<file path="src/rtl/scanirq_pkg.sv">
package scanirq_pkg;

   // Decoded register-write strobes, one bit per operation
   typedef struct packed {
      logic load_cnt;
      logic load_rel;
      logic ack;
      logic arm;
   } wr_req_t;

   function automatic logic any_write(input wr_req_t w);
      return w.load_cnt | w.load_rel | w.ack | w.arm;
   endfunction

endpackage

</file>
<file path="src/rtl/scanirq_gate.sv">
// Holds the arm state and decides whether a line pulse is a qualifying one
module scanirq_gate
   import scanirq_pkg::*;
#(
   parameter int LINE_W    = 9,
   parameter int VIS_FIRST = 0,
   parameter int VIS_LAST  = 239
) (
   input  logic              clk,
   input  logic              rst_n,
   input  wr_req_t           wr_i,
   input  logic              tick_i,
   input  logic [LINE_W-1:0] line_i,
   input  logic              render_i,
   output logic              qual_o
);

   localparam logic [LINE_W-1:0] FIRST_L = LINE_W'(VIS_FIRST);
   localparam logic [LINE_W-1:0] LAST_L  = LINE_W'(VIS_LAST);

   logic armed_q;
   logic in_win;

   // acknowledge wins over arm
   always_ff @(posedge clk) begin
      if (!rst_n)         armed_q <= 1'b0;
      else if (wr_i.ack)  armed_q <= 1'b0;
      else if (wr_i.arm)  armed_q <= 1'b1;
   end

   // window compare; a zero lower bound needs no compare
   generate
      if (VIS_FIRST == 0) begin : g_win_top_only
         assign in_win = (line_i <= LAST_L);
      end else begin : g_win_both
         assign in_win = (line_i >= FIRST_L) && (line_i <= LAST_L);
      end
   endgenerate

   // rendering gate and write priority
   assign qual_o = tick_i & in_win & render_i & armed_q & ~any_write(wr_i);

   a_r10_ack_over_arm : assert property (@(posedge clk) disable iff (!rst_n)
      (wr_i.ack && wr_i.arm) |=> !qual_o);

   a_r3_disarmed_idle : assert property (@(posedge clk) disable iff (!rst_n)
      (wr_i.ack) |=> !qual_o);

endmodule

</file>
<file path="src/rtl/scanirq_counter.sv">
// Post-decrement down-counter with reload register
module scanirq_counter
   import scanirq_pkg::*;
#(
   parameter int CNT_W = 8
) (
   input  logic             clk,
   input  logic             rst_n,
   input  wr_req_t          wr_i,
   input  logic [CNT_W-1:0] data_i,
   input  logic             qual_i,
   output logic             fire_o
);

   localparam logic [CNT_W-1:0] ZERO = '0;
   localparam logic [CNT_W-1:0] ONE  = CNT_W'(1);

   logic [CNT_W-1:0] cnt_q;
   logic [CNT_W-1:0] rel_q;
   logic             at_zero;

   assign at_zero = (cnt_q == ZERO);
   assign fire_o  = qual_i & at_zero;

   // a direct load wins; else the value is tested, then reloaded or decremented
   always_ff @(posedge clk) begin
      if (!rst_n)            cnt_q <= ZERO;
      else if (wr_i.load_cnt) cnt_q <= data_i;
      else if (qual_i) begin
         if (at_zero)        cnt_q <= rel_q;
         else                cnt_q <= cnt_q - ONE;
      end
   end

   always_ff @(posedge clk) begin
      if (!rst_n)             rel_q <= ZERO;
      else if (wr_i.load_rel) rel_q <= data_i;
   end

   a_r1_direct_load : assert property (@(posedge clk) disable iff (!rst_n)
      wr_i.load_cnt |=> (cnt_q == $past(data_i)));

   a_r2_reload_on_fire : assert property (@(posedge clk) disable iff (!rst_n)
      (fire_o && !wr_i.load_cnt) |=> (cnt_q == $past(rel_q)));

   a_r6_hold_when_idle : assert property (@(posedge clk) disable iff (!rst_n)
      (!qual_i && !wr_i.load_cnt) |=> $stable(cnt_q));

endmodule

</file>
<file path="src/rtl/scanirq_flag.sv">
// Interrupt request level: set by a firing, cleared only by acknowledge
module scanirq_flag (
   input  logic clk,
   input  logic rst_n,
   input  logic fire_i,
   input  logic ack_i,
   output logic irq_o
);

   logic irq_q;

   always_ff @(posedge clk) begin
      if (!rst_n)      irq_q <= 1'b0;
      else if (ack_i)  irq_q <= 1'b0;
      else if (fire_i) irq_q <= 1'b1;
   end

   assign irq_o = irq_q;

   a_r3_ack_clears : assert property (@(posedge clk) disable iff (!rst_n)
      ack_i |=> !irq_o);

   a_r7_level_held : assert property (@(posedge clk) disable iff (!rst_n)
      (irq_o && !ack_i) |=> irq_o);

   a_r1_rise_needs_fire : assert property (@(posedge clk) disable iff (!rst_n)
      (!irq_o && !fire_i) |=> !irq_o);

endmodule

</file>
<file path="src/rtl/scanline_irq_counter.sv">
module scanline_irq_counter
   import scanirq_pkg::*;
#(
   parameter int CNT_W     = 8,
   parameter int LINE_W    = 9,
   parameter int VIS_FIRST = 0,
   parameter int VIS_LAST  = 239
) (
   input  logic              clk,
   input  logic              rst_n,
   input  logic              wr_cnt,
   input  logic              wr_latch,
   input  logic              wr_ack,
   input  logic              wr_arm,
   input  logic [CNT_W-1:0]  wr_data,
   input  logic              line_tick,
   input  logic [LINE_W-1:0] line_num,
   input  logic              render_on,
   output logic              irq_o
);

   generate
      if (CNT_W < 1 || CNT_W > 32) begin : g_bad_cnt
         $error("CNT_W out of range");
      end
      if (VIS_FIRST < 0 || VIS_LAST < VIS_FIRST || VIS_LAST >= (1 << LINE_W)) begin : g_bad_win
         $error("visible window does not fit the line number width");
      end
   endgenerate

   wr_req_t wr;
   logic    qual;
   logic    fire;

   assign wr = '{load_cnt: wr_cnt, load_rel: wr_latch, ack: wr_ack, arm: wr_arm};

   scanirq_gate #(
      .LINE_W    (LINE_W),
      .VIS_FIRST (VIS_FIRST),
      .VIS_LAST  (VIS_LAST)
   ) u_gate (
      .clk      (clk),
      .rst_n    (rst_n),
      .wr_i     (wr),
      .tick_i   (line_tick),
      .line_i   (line_num),
      .render_i (render_on),
      .qual_o   (qual)
   );

   scanirq_counter #(.CNT_W(CNT_W)) u_cnt (
      .clk    (clk),
      .rst_n  (rst_n),
      .wr_i   (wr),
      .data_i (wr_data),
      .qual_i (qual),
      .fire_o (fire)
   );

   scanirq_flag u_flag (
      .clk    (clk),
      .rst_n  (rst_n),
      .fire_i (fire),
      .ack_i  (wr_ack),
      .irq_o  (irq_o)
   );

   a_r8_write_blocks_tick : assert property (@(posedge clk) disable iff (!rst_n)
      (line_tick && (wr_cnt || wr_latch || wr_ack || wr_arm) && !irq_o) |=> !irq_o);

   a_r5_outside_window : assert property (@(posedge clk) disable iff (!rst_n)
      (line_num > LINE_W'(VIS_LAST)) |-> !fire);

endmodule

</file>
<file path="config.mk">
export PLATFORM = sky130hd
export DESIGN_NAME = scanline_irq_counter
export DESIGN_NICKNAME = d
export VERILOG_FILES = /design/src/rtl/scanirq_pkg.sv /design/src/rtl/scanirq_gate.sv /design/src/rtl/scanirq_counter.sv /design/src/rtl/scanirq_flag.sv /design/src/rtl/scanline_irq_counter.sv
export SDC_FILE = /design/constraint.sdc
export NUM_CORES = 1
export LEC_CHECK = 0
export BUFFER_PORTS_ARGS = -buffer_cell sky130_fd_sc_hd__buf_4
export CAP_MARGIN = 25
export CORE_MARGIN = 2
export CORE_UTILIZATION = 54
export CTS_CLUSTER_SIZE = 28
export DETAILED_ROUTE_END_ITERATION = 6
export GPL_TIMING_DRIVEN = 1
export PLACE_DENSITY = 0.93
export SYNTH_ARGS = -nofsm -noshare
export SYNTH_HDL_FRONTEND = slang
export SYNTH_SLANG_ARGS = --single-unit
</file>
<file path="constraint.sdc">
create_clock -name clk -period 2.8 [get_ports clk]
set_clock_uncertainty 0.05 [all_clocks]
set_input_delay 0.28 -clock clk [delete_from_list [all_inputs] [get_ports clk]]
set_output_delay 0.28 -clock clk [all_outputs]
set_load 0.02 [all_outputs]
</file>
# == Word-level counts from Yosys, hierarchy flattened ==
# Cells that the tools add are included.
# classes
n_addsub,1
n_lt_le_gt_ge,1
n_mux,3
n_bitwise,10
n_reduce_logical,3
# op_table
op,n
8-bit 2-to-1 mux,3
9-bit by 8-bit less-or-equal comparator with 1-bit output (second input constant),1
8-bit logical NOT,1
8-bit by 1-bit subtractor with 8-bit output (second input constant),1
1-bit AND,5
1-bit OR,3
1-bit inverter,2
2-bit nonzero test,1
2-bit OR reduction,1
# word_totals
regBits,18
input_bits,25
output_inout_bits,1
word_cells,22

# == Depth between registers and ports, before layout ==
# depth
depth_word,7
ltp_mapped,7
mapped_depth_nobuf,6

# == By module ==
# Synthesis repeated with hierarchy kept, for this count alone.
# unflattened
hier_cells,112
hier_area_um2,989.7
# by_module_without_submodules
mod,n_inst,cells_per_inst,area_each_um2,seq_area_each_um2
scanirq_counter,1,102,882.1,320.3
scanirq_gate,1,7,71.3,20.0
scanirq_flag,1,3,36.3,20.0

# == Least setup slack after synthesis ==
# OpenSTA, ideal clock, no wires.
# synth_path
path_kind,flip-flop to flip-flop
from,reg u_cnt.cnt_q[0]
to,reg u_cnt.cnt_q[5]
setup_ns,0.121
t_arrival_ns,1.604
required_time_ns,2.629
setup_slack_ns,1.025
stages_incl_launch_ff,8
path_buffers,1
synth_period_minus_slack_ns,1.775
cell_sequence,dfxtp_1 inv_1 ha_1 or4b_4 buf_6 or3_1 o2111ai_1 a21oi_1
# synth_between
elab_chain_cells,4
elab_cells_between_ends,5
cone_classes,add/sub (1); mux (3); reduce/logical (1)
# synth_rtl
item,line,rtl
start: declaration,scanirq_counter.sv:18,logic [CNT_W-1:0] cnt_q;
start signal: assignment,scanirq_counter.sv:28,else if (wr_i.load_cnt) cnt_q <= data_i;
start signal: assignment,scanirq_counter.sv:30,if (at_zero) cnt_q <= rel_q;
start signal: assignment,scanirq_counter.sv:31,else cnt_q <= cnt_q - ONE;
8-bit by 1-bit subtractor with 8-bit output / 8-bit logical NOT (equally long branches),"scanirq_counter.sv:31, scanirq_counter.sv:22",
8-bit 2-to-1 mux (*),scanirq_counter.sv:30,
8-bit 2-to-1 mux (*),scanirq_counter.sv:29,else if (qual_i) begin
8-bit 2-to-1 mux (*),scanirq_counter.sv:28,
# Mark *: on every way between the ends. The rest lies on a longest branch, timed or not. The select of a mux whose other input is x is not followed.
# A chain may end at the register's enable or synchronous reset.

# == Final worst setup path ==
# layout_path
from,reg u_cnt.cnt_q[1]
to,reg u_cnt.cnt_q[4]
# The elaborated chain is that of the path after synthesis.

==> reports/metrics.yaml <==
dr_total_vias: 975
max_freq_ghz: 0.511
power.density_nw_per_um2: 480
grt_util_met1_pct: 31.2
clk_latency_ns: 0.30
place_hpwl_mm: 1.65
finalPower_mw: 0.561
synth_seq_area_share_pct: 37.1
area_growth_pct: 20.2
holdBufCountCts: 0
start_kind: "flop"
antenna_found_initial: 0
critPathMaxFanout: 12
syn_avg_cell_area_um2: 8.76
ctsResizeCount: 0
numCtsBuffers: 3
fin_util_pct: 68.4
wl_per_cell_um: 15.0
antenna_cells: 0
synthFlopType: "dfxtp_1"
ir_drop_mv: 0.408
tns_ns: 0
numClockSinks: 18
syn_inst: 111
io_buffer_count: 21
setup_viol_count_final: 0
hold_class: "primary input to flop"
min_period_ns: 1.96
drc: 0
rows: 15
cp.arrival_ns: 2.14
post_cts_buffers: 0
pwr-share-clk_pct: 28.6
holdPathStages: 3
grt_pass1_vias: 860
clkSlewWorstSetupHoldPaths_ns: 0.10
cp-endpoint: "u_cnt.cnt_q[4]"
fill_cells: 138
p_int_mw: 0.409
yosysWarnings: 0
gp_congestion: 0.912
start_util_pct: 56.9
cap_violations: 0
dieArea_um2: 2160
synth_edf_count: 0
synth_fp_nets: 138
ant_nets: 0
pwr-share-seq_pct: 50.5
power.leakage_nw: 0.488
critPathCaptureType: "flop"
io_pins: 26
slew_headroom_pct: 69.8
routed_wl_mm: 2.34
overflow: 0
synth-async-reset-ratio_pct: 0
yosysTopAreaCellShare_pct: 37.1
switching_share_pct: 27.1
reg2reg_slack_ns: 0.84
critPathKind: "flop to flop"
synthMostInstantiatedCell: "dfxtp_1"
grt_use_total_pct: 25.7
grt_setup_unrepaired: "no"
hold_viol: 0
tightestPinTransition_ns: 0.453
syn_area_um2: 972
htreeDepth: 1
synth_area_leaders: "dfxtp_1 37%, mux2i_1 9.3%, o21ai_0 5.1%"
p_switching_mw: 0.152
ctsLongestPathBuffers: 2
finalNetCount: 159
yosysUniqueCellTypes: 37
drive_above_1_share_pct: 22.9
yosys_register_bits: 18
die_w_um: 46.4
required_ns: 2.98
rr_startpoint: "u_cnt.cnt_q[1]"
core_area_um2: 1710
critPathLaunch: "u_cnt.cnt_q[1]"
grt_use_met2_pct: 45.0
whs_ns: 0.165
cts-root-buf: "clkbuf_4"
grt_first_pass_wirelength_mm: 3.88
drt_pass1_iterations: 5
status: "finished, final reports clean"
drt-vias-per-instance: 6.25
grt-busiest-layer: "met2"
die_height_um: 46.4
synth.top_cells.by_count: "18 x dfxtp_1, 11 x nor2_1, 10 x o21ai_0"
drt_iter0_drc: 40
synth_top_area_cell: "dfxtp_1"
comb_power_share_pct: 20.9
grt_max_degree: 15
layout_worst_path_cycle_share_pct: 69.9
drv_slew: 0
r2r-end: "u_cnt.cnt_q[4]"
cts_tree: "built"
rr_worst_depth: 6
grtUsageMet3_pct: 4.71
critical path, stage by stage (launching register included):
cell and delay (ns):
dfxtp_1 0.37, inv_1 0.10, ha_1 0.18, or4b_4 0.55, nor3b_1 0.29, o21ai_0 0.16, a31oi_1 0.19
kinds of logic (layout without fill, tap and decap cells):
kind of cell	after synthesis	after routing	share of synthesized area [%]
compound gates	32	32	20.3
xor+xnor	1	1	0.901
fa+ha+maj	2	2	2.57
buf+inv	9	29	4.50
flops	18	18	37.1
mux	13	13	13.9
simple gates	36	36	20.7
metal layers:
layer	share of wire, %	routed length (µm)	up-vias
li1	-	-	457
met1	39	911	447
met2	49	1160	62
met3	9.0	210	9
met4	2.6	60	0
met5	0	0	-
how the worst min path moves through the flow:
stage	start	endpoint	slack, ns
2_1_floorplan	wr_arm	u_gate.armed_q	0.35
3_3_place_gp	u_gate.armed_q	u_gate.armed_q	0.40
3_5_place_dp	u_cnt.rel_q[0]	u_cnt.rel_q[0]	0.43
4_1_cts	wr_arm	u_gate.armed_q	0.17
5_1_grt	wr_arm	u_gate.armed_q	0.17
6_report	wr_data[3]	u_cnt.rel_q[3]	0.17
registers in the layout, summed over array words and instances, names as in the netlist:
| register | flops |
|---|---|
| u_flag.irq_o | 1 |
| u_cnt.cnt_q | 8 |
| u_cnt.rel_q | 8 |
| u_gate.armed_q | 1 |
layout by cell type (no fill, tap or decap), types with 2 or more instances in the layout:
cell	instances
o21ai_0	10
ha_1	2
nor2_1	11
or3_1	3
a31oi_1	4
nand2b_1	2
mux2_2	4
clkbuf_4	3
nand2_1	5
dfxtp_1	18
inv_1	3
mux2i_1	9
buf_4	21
nor2b_1	3
a21oi_1	8
o311ai_0	4
power groups by stage:
stage | registers (mW) | clock network [mW] | logic (mW)
2_1_floorplan | 0.285 | 0 | 0.0795
3_3_place_gp | 0.287 | 0 | 0.109
3_5_place_dp | 0.288 | 0 | 0.114
4_1_cts | 0.283 | 0.162 | 0.116
5_1_grt | 0.286 | 0.173 | 0.127
6_report | 0.283 | 0.160 | 0.117
metrics by stage:
stage | area, µm² | instances | setup WS [ns]
after CTS | 1170 | 156 | 0.845
final | 1170 | 156 | 0.842
after global placement | 1130 | 152 | 0.958
after detailed placement | 1130 | 152 | 0.915
after floorplan | 972 | 111 | 1.03
after global routing | 1170 | 156 | 0.732
cell type report:
class	instances	area (µm²)	share of cell area, %
Timing Repair Buffer	21	158	13.5
Tap cell	25	31.3	2.68
Sequential cell	18	360	30.8
Inverter	4	15.0	1.28
Multi-Input combinational cell	84	568	48.6
Clock buffer	4	36.3	3.10
Note: power is estimated with default switching activity, not from simulation.
